**src/rtl/msr_pkg.sv**
```systemverilog
// Shared sizes and the result record for the mode stack return unit.
// Assumes a status word with a kept top field, a cleared gap and a history
// region made of equal-width mode levels.
package msr_pkg;
    parameter int DATA_W  = 32;  // status word width
    parameter int SP_W    = 32;  // stack pointer width
    parameter int KEEP_W  = 2;   // top bits preserved across a return
    parameter int GAP_W   = 2;   // bits between kept field and history, cleared
    parameter int LEVEL_W = 10;  // width of one mode-history level
    parameter int U_POS   = 8;   // user flag, position after the shift
    parameter int P_POS   = 7;   // pending flag, position after the shift
    parameter int R_POS   = 8;   // restore flag, position before the shift
    parameter int M_POS   = 9;   // NMI mask flag, position after the shift

    typedef enum logic {
        RET_EXC = 1'b0,
        RET_NMI = 1'b1
    } ret_kind_e;
endpackage

```
**src/rtl/msr_hist_shift.sv**
```systemverilog
// Pops one mode level from the status word.
// Keeps the top KEEP_W bits, clears the gap, shifts the history down by
// LEVEL_W and applies the pending and NMI-mask rules. Purely combinational.
// Assumes KEEP_W + GAP_W + LEVEL_W < DATA_W.
module msr_hist_shift
    import msr_pkg::*;
#(
    parameter int D_W  = DATA_W,
    parameter int K_W  = KEEP_W,
    parameter int G_W  = GAP_W,
    parameter int L_W  = LEVEL_W,
    parameter int U_B  = U_POS,
    parameter int P_B  = P_POS,
    parameter int R_B  = R_POS,
    parameter int M_B  = M_POS
) (
    input  logic [D_W-1:0] status_in,
    input  ret_kind_e      kind,
    output logic [D_W-1:0] status_next,
    output logic           to_user
);
    localparam int HIST_W = D_W - K_W - G_W;
    localparam int LOW_W  = HIST_W - L_W;

    logic [D_W-1:0] shifted;
    logic           restore_pre;

    // Restore flag is taken from the word before the shift.
    assign restore_pre = status_in[R_B];

    // Relocate each history bit one level down; keep the top field.
    always_comb begin
        shifted = '0;
        shifted[D_W-1 -: K_W] = status_in[D_W-1 -: K_W];
        for (int i = 0; i < LOW_W; i++) begin
            shifted[i] = status_in[i + L_W];
        end
    end

    // Apply the pending and NMI-mask rules to the shifted word.
    always_comb begin
        status_next = shifted;
        if (!restore_pre) begin
            status_next[P_B] = 1'b1;
        end
        if (kind == RET_NMI) begin
            status_next[M_B] = 1'b1;
        end
    end

    // The user flag after the shift selects the stack swap.
    assign to_user = shifted[U_B];
endmodule

```
**src/rtl/msr_sp_select.sv**
```systemverilog
// Chooses the next active and kernel stack pointers.
// When returning to user mode, the active pointer is saved as the kernel
// pointer and the user pointer becomes active. Purely combinational.
module msr_sp_select #(
    parameter int W = 32
) (
    input  logic         to_user,
    input  logic [W-1:0] sp_in,
    input  logic [W-1:0] ksp_in,
    input  logic [W-1:0] usp_in,
    output logic [W-1:0] sp_next,
    output logic [W-1:0] ksp_next
);
    // Swap on a return to user mode, pass through otherwise.
    always_comb begin
        if (to_user) begin
            sp_next  = usp_in;
            ksp_next = sp_in;
        end else begin
            sp_next  = sp_in;
            ksp_next = ksp_in;
        end
    end
endmodule

```
**src/rtl/msr_return_unit.sv**
```systemverilog
// Top of the mode stack return unit.
// On a one-cycle return strobe it registers the popped status word and the
// chosen stack pointers, then pulses done for one cycle. Without a strobe
// all outputs hold. Assumes the inputs are stable at the strobe edge.
module msr_return_unit
    import msr_pkg::*;
#(
    parameter int DATA_W  = msr_pkg::DATA_W,
    parameter int SP_W    = msr_pkg::SP_W,
    parameter int KEEP_W  = msr_pkg::KEEP_W,
    parameter int GAP_W   = msr_pkg::GAP_W,
    parameter int LEVEL_W = msr_pkg::LEVEL_W,
    parameter int U_POS   = msr_pkg::U_POS,
    parameter int P_POS   = msr_pkg::P_POS,
    parameter int R_POS   = msr_pkg::R_POS,
    parameter int M_POS   = msr_pkg::M_POS
) (
    input  logic              clk,
    input  logic              rst_n,
    input  logic              ret_valid,
    input  logic              ret_nmi,
    input  logic [DATA_W-1:0] status_in,
    input  logic [SP_W-1:0]   sp_in,
    input  logic [SP_W-1:0]   ksp_in,
    input  logic [SP_W-1:0]   usp_in,
    output logic [DATA_W-1:0] status_out,
    output logic [SP_W-1:0]   sp_out,
    output logic [SP_W-1:0]   ksp_out,
    output logic              done
);
    logic [DATA_W-1:0] status_next;
    logic [SP_W-1:0]   sp_next;
    logic [SP_W-1:0]   ksp_next;
    logic              to_user;
    ret_kind_e         kind;

    assign kind = ret_nmi ? RET_NMI : RET_EXC;

    msr_hist_shift #(
        .D_W (DATA_W),
        .K_W (KEEP_W),
        .G_W (GAP_W),
        .L_W (LEVEL_W),
        .U_B (U_POS),
        .P_B (P_POS),
        .R_B (R_POS),
        .M_B (M_POS)
    ) u_shift (
        .status_in   (status_in),
        .kind        (kind),
        .status_next (status_next),
        .to_user     (to_user)
    );

    msr_sp_select #(
        .W (SP_W)
    ) u_spsel (
        .to_user  (to_user),
        .sp_in    (sp_in),
        .ksp_in   (ksp_in),
        .usp_in   (usp_in),
        .sp_next  (sp_next),
        .ksp_next (ksp_next)
    );

    // Capture the updated state on a strobe and hold it otherwise.
    always_ff @(posedge clk) begin
        if (!rst_n) begin
            status_out <= '0;
            sp_out     <= '0;
            ksp_out    <= '0;
        end else if (ret_valid) begin
            status_out <= status_next;
            sp_out     <= sp_next;
            ksp_out    <= ksp_next;
        end
    end

    // Pulse done for the cycle after each strobe.
    always_ff @(posedge clk) begin
        if (!rst_n) begin
            done <= 1'b0;
        end else begin
            done <= ret_valid;
        end
    end
endmodule

```
**config.mk**
```make
export PLATFORM = sky130hd
export DESIGN_NAME = msr_return_unit
export DESIGN_NICKNAME = d
export VERILOG_FILES = /design/src/rtl/msr_pkg.sv /design/src/rtl/msr_hist_shift.sv /design/src/rtl/msr_sp_select.sv /design/src/rtl/msr_return_unit.sv
export SDC_FILE = /design/constraint.sdc
export NUM_CORES = 1
export LEC_CHECK = 0
export CAP_MARGIN = 20
export CORE_AREA = 2 2 89 91
export CTS_CLUSTER_DIAMETER = 200
export CTS_CLUSTER_SIZE = 10
export DETAILED_ROUTE_END_ITERATION = 10
export DIE_AREA = 0 0 91 93
export DONT_BUFFER_PORTS = 1
export HOLD_SLACK_MARGIN = 0.15
export REMOVE_ABC_BUFFERS = 1
export SLEW_MARGIN = 10
export SYNTH_ARGS = -nofsm -noshare
export SYNTH_HDL_FRONTEND = slang
export SYNTH_SLANG_ARGS = --single-unit
```
**constraint.sdc**
```tcl
create_clock -name clk -period 0.9 [get_ports clk]
set_input_delay 0.09 -clock clk [delete_from_list [all_inputs] [get_ports clk]]
set_output_delay 0.09 -clock clk [all_outputs]
set_load 0.01 [all_outputs]
```
==> results_dict.tcl <==
set metrics [dict create \
    run_status "complete, but fails checks" \
    violations "hold timing" \
    vias_per_cell 5.435 \
    rsz0062_at_grt "true" \
    post-route-min-period_ns 0.8684 \
    synth_area_per_cell_sq_um 10.01 \
    synth_commonest_cells "85 x dfxtp_1, 82 x mux2i_1, 65 x a21oi_1, 34 x o21ai_1, 32 x o21ai_0" \
    clock-root-buffer "clkbuf_8" \
    placed_cells 435 \
    place_ws_ns 0.1937 \
    total_power_mw 7.639 \
    slowest_delay_ns 0.33 \
    rr_endpoint "ksp_out[10]$_SDFFE_PN0P_" \
    cts_buffer_depth 2 \
    synth_edf_count 0 \
    crit_chain "buf_6" \
    finalWeightedCongestion 0.7261 \
    htreeDepth 3 \
    diodes 0 \
    final_area_sq_mm 0.003727 \
    maxCapViolCount 0 \
    startpoint "sp_out[17]$_SDFFE_PN0P_" \
    clock-skew-final_ns 0 \
    final_max_slew_viol_count 0 \
    holdWs_ns -0.1758 \
    antenna_left 0 \
    crit_cells 1 \
    drc 0 \
    antenna_found_initial 0 \
    place.port_buffers 0 \
    core_sq_mm 0.007527 \
    hold_violations 84 \
    cts_hold_buf 2 \
    grt_pass1_vias 2303 \
    critPathBufInv 1 \
    first_iter_violations 115 \
    avgRoutedWirePerCell_um 16.59 \
    worstSkewPairLatency_ns 0.34 \
    cts_sinks 85 \
    grtUsageTotal_pct 16.90 \
    grt_pass1_wl_um 11610 \
    crit_slowest_cell "dfxtp_2" \
    synth_cell_type_count 16 \
    dp_hpwl_um 4899 \
    cts_tree "built" \
    cp-end-kind "output pin" \
    start_kind "flip-flop" \
    synth_area_leaders "dfxtp_1 46%, mux2i_1 22%, a21oi_1 8.9%" \
    instances_no_fill 453 \
    ir_drop_uv 942.2 \
    vias 2462 \
    syn_area_sq_mm 0.003664 \
    die-area_sq_mm 0.008463 \
    numCtsBuffers 9 \
    first_pass_iters 3 \
    area_delta_synth_final_pct 1.742 \
    hp-class "in2reg" \
    post_route_cells_drive_above_1_share_pct 4.843 \
    clk_pin_slew_ns 0.09 \
    synth_top_area_cell "dfxtp_1" \
    grt_max_degree 152 \
    die_h_um 93 \
    cp_max_fo 2 \
    setup_viol 0 \
    yosysWarnings 0 \
    drt-total-wl_um 7515 \
    post-synth-top-count-cell "dfxtp_1" \
    synth_seq_area_share_pct 46.45 \
    post_cts.repair.setup_buffers 0 \
    synthFlopType "dfxtp_1" \
    die_x_um 91 \
    reg2reg_depth 2 \
    synth_top_area_share_pct 46.45 \
    clock.fmax_mhz 1152 \
    rrSetupSlack_ns 0.18 \
    io_pins 229 \
    dpl_cell_area_sq_mm 0.003491 \
    ys_seq_elements 85 \
    endpoint "sp_out[17]" \
    async_flop_share_pct 0 \
    fillers 750 \
    powerDensity_mw_per_mm2 2049 \
    syn_inst 366 \
    overflow 0 \
    layout_setup_ws_ns 0.03157 \
    critPathTopFamily "flip-flops" \
    worst-setup-path-type "reg2out" \
    cp_data_required_time_ns 0.81 \
    row_count 32 \
    period_share_pct 96.49 \
    nets 478 \
    r2r_start "ksp_out[10]$_SDFFE_PN0P_" \
    initial_core_util_pct 48.67 \
    power.leakage_nw 1.581 \
    arrival_ns 0.78 \
]
-- layout by cell type, fill, tap and decap left out, types with 2 or more instances in the layout --
master / n
a21oi_1: 65
clkbuf_8: 11
clkinv_4: 3
conb_1: 12
dfxtp_1: 84
dlygate4sd3_1: 2
mux2i_1: 82
nor2b_1: 18
o21ai_0: 32
o21ai_1: 34
-- sequential cells by signal, summed over array words and instances (netlist names) --
name,count
sp_out,32
ksp_out,32
done,1
status_out,20
-- metal layers --
metal	up-vias	part of all wire, %	GRT usage [%]
met5	-	0	0
met4	0	1.7	7.828
met3	10	9.3	6.366
met2	116	49	27.65
met1	1107	40	19.69
li1	1229	-	-
-- how the worst min path moves through the flow --
stage,start,endpoint,depth (start not counted)
after global routing,ret_valid,sp_out[23]$_SDFFE_PN0P_,1
after detailed placement,ret_valid,ksp_out[23]$_SDFFE_PN0P_,1
after floorplan,ret_valid,ksp_out[0]$_SDFFE_PN0P_,1
after CTS,ret_valid,ksp_out[23]$_SDFFE_PN0P_,1
after global placement,ret_valid,ksp_out[23]$_SDFFE_PN0P_,1
final,ret_valid,ksp_out[23]$_SDFFE_PN0P_,1
-- through the flow --
step / setup TNS [ns] / utilization, %
floorplan: 0 / -
global placement: 0 / 46.38
detailed placement: 0 / 46.38
CTS: 0 / 49.52
global route: -0.01956 / 49.52
finish: 0 / 49.52
-- kinds of logic (layout without fill, tap and decap cells) --
group,count (synthesis),in the layout,share of synthesized area (%)
mux,82,82,22.40
simple gates,20,20,3.347
other cells,1,12,0.1024
buf+inv,46,20,9.631
compound gates,132,132,18.07
flops,85,85,46.45
-- layout make-up --
class | count | area (sq um) | share of cell area (%)
Clock buffer | 12 | 155.1 | 4.162
Clock inverter | 4 | 56.30 | 1.511
Inverter | 1 | 3.754 | 0.1007
Multi-Input combinational cell | 246 | 1650 | 44.28
Sequential cell | 85 | 1703 | 45.69
Tap cell | 102 | 127.6 | 3.424
Timing Repair Buffer | 3 | 31.28 | 0.8392
-- where the power goes --
group          internal (mW)  switching (mW)
clock network           1.45            1.32
registers               4.03           0.307
logic                  0.318           0.209
total                   5.80            1.84
-- timing repair --
item	4_1_cts	5_1_grt
hold endpoints to repair	85	84
resized for setup	2	0
setup endpoints to repair	1	1
No activity file was read; power rests on OpenSTA's default activity.
